--- config.mk ---
export PLATFORM = sky130hd
export DESIGN_NAME = vid_lock_ctrl
export DESIGN_NICKNAME = d
export VERILOG_FILES = /design/src/rtl/vlc_pkg.sv /design/src/rtl/vlc_fmt_classify.sv /design/src/rtl/vlc_slave_match.sv /design/src/rtl/vlc_status.sv /design/src/rtl/vlc_data_gate.sv /design/src/rtl/vid_lock_ctrl.sv
export SDC_FILE = /design/constraint.sdc
export NUM_CORES = 1
export LEC_CHECK = 0
export BUFFER_PORTS_ARGS = -buffer_cell sky130_fd_sc_hd__buf_4
export CORE_MARGIN = 2
export CORE_UTILIZATION = 45
export DETAILED_ROUTE_END_ITERATION = 12
export GPL_ROUTABILITY_DRIVEN = 0
export PLACE_DENSITY = 0.82
export SLEW_MARGIN = 10
export SYNTH_ARGS = -nofsm -noshare
export SYNTH_HDL_FRONTEND = slang
export SYNTH_SLANG_ARGS = --single-unit
--- constraint.sdc ---
create_clock -name clk -period 3.58 [get_ports clk]
set_input_delay 0.716 -clock clk [delete_from_list [all_inputs] [get_ports clk]]
set_output_delay 0.716 -clock clk [all_outputs]
set_load 0.01 [all_outputs]
--- src/rtl/vlc_pkg.sv ---
package vlc_pkg;
  localparam int PIN_W    = 4;
  localparam int PIN_SMPT = 3;
  localparam int PIN_ASI  = 2;
  localparam int PIN_RATE = 1;
  localparam int PIN_RC   = 0;

  typedef enum logic [1:0] {
    FMT_NONE = 2'd0,
    FMT_HD   = 2'd1,
    FMT_SD   = 2'd2,
    FMT_ASI  = 2'd3
  } fmt_e;

  // Line code per format: {smpte, asi, sd_rate, reclock}
  function automatic logic [PIN_W-1:0] fmt_code(input fmt_e f);
    logic [PIN_W-1:0] c;
    c = '0;
    case (f)
      FMT_HD:  begin c[PIN_SMPT] = 1'b1; c[PIN_RC] = 1'b1; end
      FMT_SD:  begin c[PIN_SMPT] = 1'b1; c[PIN_RATE] = 1'b1; c[PIN_RC] = 1'b1; end
      FMT_ASI: begin c[PIN_ASI] = 1'b1; c[PIN_RATE] = 1'b1; c[PIN_RC] = 1'b1; end
      default: c = '0;
    endcase
    return c;
  endfunction
endpackage

--- src/rtl/vlc_fmt_classify.sv ---
module vlc_fmt_classify
  import vlc_pkg::*;
(
  input  logic pll_lock,
  input  logic det_hd,
  input  logic det_sd,
  input  logic det_asi,
  output fmt_e fmt
);
  // Priority: HD, then SD, then ASI; nothing without PLL lock
  always_comb begin
    if (!pll_lock)    fmt = FMT_NONE;
    else if (det_hd)  fmt = FMT_HD;
    else if (det_sd)  fmt = FMT_SD;
    else if (det_asi) fmt = FMT_ASI;
    else              fmt = FMT_NONE;
  end
endmodule

--- src/rtl/vlc_slave_match.sv ---
module vlc_slave_match
  import vlc_pkg::*;
(
  input  fmt_e             fmt,
  input  logic [PIN_W-1:0] ctrl,
  output logic             thru,
  output logic             match
);
  logic [PIN_W-1:0] code;
  always_comb begin
    code  = fmt_code(fmt);
    thru  = !ctrl[PIN_SMPT] && !ctrl[PIN_ASI];
    match = (fmt != FMT_NONE) &&
            (ctrl[PIN_SMPT] == code[PIN_SMPT]) &&
            (ctrl[PIN_ASI]  == code[PIN_ASI]) &&
            (ctrl[PIN_RATE] == code[PIN_RATE]);
  end
endmodule

--- src/rtl/vlc_status.sv ---
module vlc_status
  import vlc_pkg::*;
(
  input  logic             clk,
  input  logic             rst_n,
  input  logic             master_mode,
  input  logic             pll_lock,
  input  fmt_e             fmt,
  input  logic             thru,
  input  logic             match,
  input  logic             rc_in,
  output logic             pass,
  output logic             locked,
  output logic             data_err_n,
  output logic             loop_reclk,
  output logic [PIN_W-1:0] pin_out,
  output logic [PIN_W-1:0] pin_oe
);
  logic             mode_q;
  logic             lock_d, err_d, loop_d;
  logic [PIN_W-1:0] code, pout_d;

  always_comb begin
    code = fmt_code(fmt);
    if (!pll_lock) begin
      pass  = 1'b0;
      err_d = 1'b0;
    end else if (master_mode) begin
      pass  = (fmt != FMT_NONE);
      err_d = 1'b1;
    end else begin
      pass  = thru || match;
      err_d = pass;
    end
    lock_d = pass;
    loop_d = master_mode ? code[PIN_RC] : rc_in;
    // Drive the code only once the pads were already enabled last cycle
    pout_d = (master_mode && mode_q) ? code : '0;
  end

  always_ff @(posedge clk) begin
    if (!rst_n) begin
      mode_q     <= 1'b0;
      locked     <= 1'b0;
      data_err_n <= 1'b0;
      loop_reclk <= 1'b0;
      pin_out    <= '0;
    end else begin
      mode_q     <= master_mode;
      locked     <= lock_d;
      data_err_n <= err_d;
      loop_reclk <= loop_d;
      pin_out    <= pout_d;
    end
  end

  assign pin_oe = {PIN_W{mode_q}};


  oe_follow_chk: assert property (@(posedge clk) disable iff (!rst_n)
    master_mode |=> (pin_oe == {PIN_W{1'b1}}));

  no_pll_chk: assert property (@(posedge clk) disable iff (!rst_n)
    !pll_lock |=> (!locked && !data_err_n && pin_out == '0));

  pin_quiet_chk: assert property (@(posedge clk) disable iff (!rst_n)
    (pin_out != '0) |-> (pin_oe == {PIN_W{1'b1}}));

  lock_err_chk: assert property (@(posedge clk) disable iff (!rst_n)
    locked |-> data_err_n);
endmodule

--- src/rtl/vlc_data_gate.sv ---
module vlc_data_gate #(
  parameter int DW = 8
) (
  input  logic          clk,
  input  logic          rst_n,
  input  logic          pass,
  input  logic [DW-1:0] in_data,
  input  logic          in_valid,
  output logic          in_ready,
  output logic [DW-1:0] out_data,
  output logic          out_valid,
  input  logic          out_ready
);
  assign in_ready = !out_valid || out_ready;

  always_ff @(posedge clk) begin
    if (!rst_n) begin
      out_valid <= 1'b0;
      out_data  <= '0;
    end else if (in_ready) begin
      out_valid <= in_valid;
      if (in_valid) out_data <= pass ? in_data : '0;
    end
  end


  hold_out_chk: assert property (@(posedge clk) disable iff (!rst_n)
    (out_valid && !out_ready) |=> (out_valid && $stable(out_data)));

  no_take_chk: assert property (@(posedge clk) disable iff (!rst_n)
    (out_valid && !out_ready) |-> !in_ready);
endmodule

--- src/rtl/vid_lock_ctrl.sv ---
module vid_lock_ctrl
  import vlc_pkg::*;
#(
  parameter int DW = 8
) (
  input  logic          clk,
  input  logic          rst_n,
  input  logic          master_mode,
  input  logic          pll_lock,
  input  logic          det_hd,
  input  logic          det_sd,
  input  logic          det_asi,
  input  logic [3:0]    pin_in,
  output logic [3:0]    pin_out,
  output logic [3:0]    pin_oe,
  input  logic [DW-1:0] in_data,
  input  logic          in_valid,
  output logic          in_ready,
  output logic [DW-1:0] out_data,
  output logic          out_valid,
  input  logic          out_ready,
  output logic          locked,
  output logic          data_err_n,
  output logic          loop_reclk
);
  fmt_e fmt;
  logic thru, match, pass;

  vlc_fmt_classify u_cls (
    .pll_lock (pll_lock),
    .det_hd   (det_hd),
    .det_sd   (det_sd),
    .det_asi  (det_asi),
    .fmt      (fmt)
  );

  vlc_slave_match u_match (
    .fmt   (fmt),
    .ctrl  (pin_in),
    .thru  (thru),
    .match (match)
  );

  vlc_status u_stat (
    .clk         (clk),
    .rst_n       (rst_n),
    .master_mode (master_mode),
    .pll_lock    (pll_lock),
    .fmt         (fmt),
    .thru        (thru),
    .match       (match),
    .rc_in       (pin_in[PIN_RC]),
    .pass        (pass),
    .locked      (locked),
    .data_err_n  (data_err_n),
    .loop_reclk  (loop_reclk),
    .pin_out     (pin_out),
    .pin_oe      (pin_oe)
  );

  vlc_data_gate #(.DW(DW)) u_gate (
    .clk       (clk),
    .rst_n     (rst_n),
    .pass      (pass),
    .in_data   (in_data),
    .in_valid  (in_valid),
    .in_ready  (in_ready),
    .out_data  (out_data),
    .out_valid (out_valid),
    .out_ready (out_ready)
  );
endmodule

==> results.md <==
- The flow ran to the end, and the final reports show no timing, DRC or antenna violations.
- The total grt overflow is 0.
- Row generation in the floorplan step produced 14 rows.
- The worst setup path is captured at a flip-flop.
- The number of register bits inferred by synthesis is 17.
- The via count of the first global-routing pass is 677.
- In this run the most critical hold path is launched from u_gate.out_data[0].
- Setup repair after global routing left no endpoint under its margin.
- During placement, the flow inserted port buffers numbering 41.
- The worst register-to-register path begins at u_gate.out_valid.
- The final critical-path required period is 2.34 ns.
- Summed over all cells, the static leakage comes to 0.553 nW.
- The share of synthesized cell area in full adder, half adder and majority cells is 5.03%.
- The post-synthesis net count is 93.
- After clock tree synthesis, the flow added hold-fix buffers numbering 0.
- From left edge to right edge, the die measures 44.7 um.
- The filler cells instantiated in the layout total 136.
- In this run the number of H-tree levels came out at 1.
- The largest fanout of any net on the critical path is 5.
- In the post-synthesis netlist, the biggest area contributors are sky130_fd_sc_hd__dfxtp_1 (46%), sky130_fd_sc_hd__a32o_2 (6.0%), sky130_fd_sc_hd__a32o_1 (5.4%).
- The I/O pin total is 42.
- The post-synthesis share of cell area spent on xor and xnor gates is 3.52%.
- For the worst setup path, the data arrival time is 2.53 ns.
- The global-route wire length before repair is 2.84 mm.
- By count the netlist is led by sky130_fd_sc_hd__dfxtp_1 (17), sky130_fd_sc_hd__inv_1 (5).
- For the final database, setup skew stands at 0.000528 ns.
- Yosys printed 0 warnings.
- The number of antenna diodes in the final layout is 0.
- The effective utilization at floorplan is 49.0%.
- The longest clock path from root to sink contains 2 buffers.
- The sequential cell area fraction in the yosys report is 45.6%.
- Of all flip-flops after synthesis, the portion carrying an async set or reset was 0%.
- The tightest hold path in the finished design has a slack of 0.474 ns.
- The leading register cell type out of synthesis is sky130_fd_sc_hd__dfxtp_1.
- The largest net degree at the start of global routing is 10.
- The fraction of the mapped netlist area in compound gates is 23.1%.
- The final-report max-slew violation count is 0.
- The DRC violation total after the first TritonRoute iteration is 8.
- Setup violations remaining at the end of the flow were counted as 0.
- The routed length per instance is 13.5 um.
- The critical path is of the input pin to flip-flop type.
- The count of mapped cells out of synthesis is 69.
- After synthesis, the share of cell area in mux cells is 1.34%.
- The hold violation count in the final report is 0.
- The aggregate negative setup slack is 0 ns.
- The clock latency on the worst-skew pair is 0.29 ns.
- Of the cells placed in the final design, the portion with a size suffix greater than 1 is 46.4%.
- The timing-limited maximum frequency is 428 MHz.
- The post-synth design cell area is 747 um2.
- Dividing the synthesized area by the synthesized cell count gives 10.8 um2.
- In this run, CTS created clock tree buffers numbering 3.
- Post-CTS repair changed the size of 0 cells.
- In this run the vertical extent of the chip is 44.7 um.
- The most common cell in the synthesized netlist is sky130_fd_sc_hd__dfxtp_1.
- Once the clock tree was built, the setup fixing pass inserted 0 buffers.
- The final core utilization is 70.3%.
- After clock tree synthesis, the clock-pin slew on the worst setup and hold paths is 0.09 ns.
- In this run, placement finished with an instance count of 122.
- The core region is 1520 um2.
- Counting instances, the worst hold path has a depth of 1.
- Summed over all layers, the routed wires come to 1.71 mm.
- For the worst flop-to-flop path, the logic depth is 4.
- The root buffer selected by CTS is sky130_fd_sc_hd__clkbuf_4.
- The die area is 2000 um2.
- The register-to-register path setup slack is 2.32 ns.
- The worst path uses 65.3% of the clock period.
- The count of non-filler cells in the finished layout is 126.
- Across the run, the number of max-cap violations was 0.
- Once detail routing completed, the nets flagged for antenna violations numbered 0.
- The routed layout has 686 vias.
- The first detailed-routing pass ran for 4 iterations.
- The overall fraction of global-route tracks in use is 19.7%.
- The power per cell area is 351 nW/um2.
- The worst pin sits at a relative slew slack of 75.6%.
- After legalization and detailed placement, the total HPWL measured 1.33 mm.
- STA classifies the critical path startpoint as an input pin.
- The number of different library cells used by synthesis comes to 28.
- The area added between synthesis and finish is 43.4%.
- By area, the combinational part of the netlist is dominated by compound AO/OA/AOI/OAI gates.
- The share of the synthesized area in the top cell type is 45.6%.
- The highest ir drop seen on vdd is 227 uV.
- The vias per cell is 5.44.
- The data required time of the critical path is 3.78 ns.
- The residual DRC count is 0.
- The cell type with the largest total area after synthesis is sky130_fd_sc_hd__dfxtp_1.
- The final layout contains 135 nets.
- The number of synthesized flops with an enable pin is 0.
- The worst register-to-register path ends at u_gate.out_data[2].
- The number of antenna violations at the first check in global routing was 0.
- TritonCTS built the clock tree.
- Clock tree synthesis found a total of 17 sinks.
- The sink of the worst hold path is u_gate.out_data[0].
- The area share of and/or/nand/nor cells after synthesis is 14.9%.
- The class of the tightest hold or removal check is flip-flop to flip-flop.
- At the pin with the least slew margin, the transition time is 0.362 ns.
==> layout make-up <==
cell class                 count  area, um2  share of cell area, %
clock buffer                   4       26.3                   2.45
inverter                       5       18.8                   1.75
multi-input combinational     43        358                   33.4
sequential                    17        340                   31.8
tap                           16       20.0                   1.87
timing repair buffer          41        308                   28.7
==> state kept, by name (all words and copies together) (netlist names) <==
name / cells
u_stat.pin_out: 4
u_gate.out_data: 8
u_stat.data_err_n: 1
u_stat.loop_reclk: 1
u_stat.locked: 1
u_gate.out_valid: 1
u_stat.mode_q: 1
==> critical path: stages <==
cell and delay, ns:
sky130_fd_sc_hd__buf_4 0.11, sky130_fd_sc_hd__nor2b_1 0.11, sky130_fd_sc_hd__o21ai_0 0.31, sky130_fd_sc_hd__inv_1 0.08
sky130_fd_sc_hd__ha_1 0.28, sky130_fd_sc_hd__nor2_1 0.17, sky130_fd_sc_hd__xor2_1 0.11, sky130_fd_sc_hd__o311a_2 0.38
sky130_fd_sc_hd__a32o_2 0.27
==> worst max path at each step <==
stage	slack, ns	endpoint	from	depth (start not counted)
after global placement	1.02	u_gate.out_data[7]	det_asi	9
after CTS	1.24	u_gate.out_data[2]	det_asi	9
final	1.24	u_gate.out_data[2]	det_asi	9
after floorplan	1.22	u_gate.out_data[1]	det_asi	8
after global routing	1.06	u_gate.out_data[2]	det_asi	9
after detailed placement	0.94	u_gate.out_data[2]	det_asi	9
==> power breakdown <==
group	leakage (nW)	internal [W]	switching, W
logic	0.399	0.0000405	0.0000329
clock network	0.0150	0.0000434	0.0000602
registers	0.139	0.000195	0.00000333
==> routing by layer <==
layer,vias to the layer above,share of wire [%],global-route usage [%]
met1,316,39,20.5
met4,0,1.6,7.27
li1,332,-,-
met3,5,8.3,6.00
met5,-,0,0
met2,33,51,36.8
==> logic make-up (layout without fill, tap and decap cells) <==
kind of cell | Yosys count | after routing
AOI/OAI and AO/OA | 19 | 19
DFF | 17 | 17
and+or+nand+nor | 17 | 17
buffers and inverters | 9 | 50
adders and majority gates | 3 | 3
xor gates and xnor gates | 3 | 3
muxes | 1 | 1
==> layout by cell type (no fill, tap or decap), types with 2 or more instances in the layout <==
cell and count:
sky130_fd_sc_hd__buf_4 41, sky130_fd_sc_hd__dfxtp_1 17, sky130_fd_sc_hd__inv_1 5, sky130_fd_sc_hd__nor2_1 4, sky130_fd_sc_hd__a32o_1 4, sky130_fd_sc_hd__a32o_2 4, sky130_fd_sc_hd__o21ai_0 3, sky130_fd_sc_hd__ha_1 3
sky130_fd_sc_hd__clkbuf_4 3, sky130_fd_sc_hd__nor2b_1 2, sky130_fd_sc_hd__and2_1 2, sky130_fd_sc_hd__xnor2_1 2, sky130_fd_sc_hd__a21bo_1 2, sky130_fd_sc_hd__and3_1 2
==> per-stage QoR <==
step | cell area, um2 | total power, W | setup slack, ns
floorplan | 747 | 0.000240 | 1.22
finish | 1070 | 0.000376 | 1.24
detailed placement | 1040 | 0.000277 | 0.936
global route | 1070 | 0.000393 | 1.06
global placement | 1040 | 0.000275 | 1.02
CTS | 1070 | 0.000380 | 1.24
(Power assumes the default switching activity.)
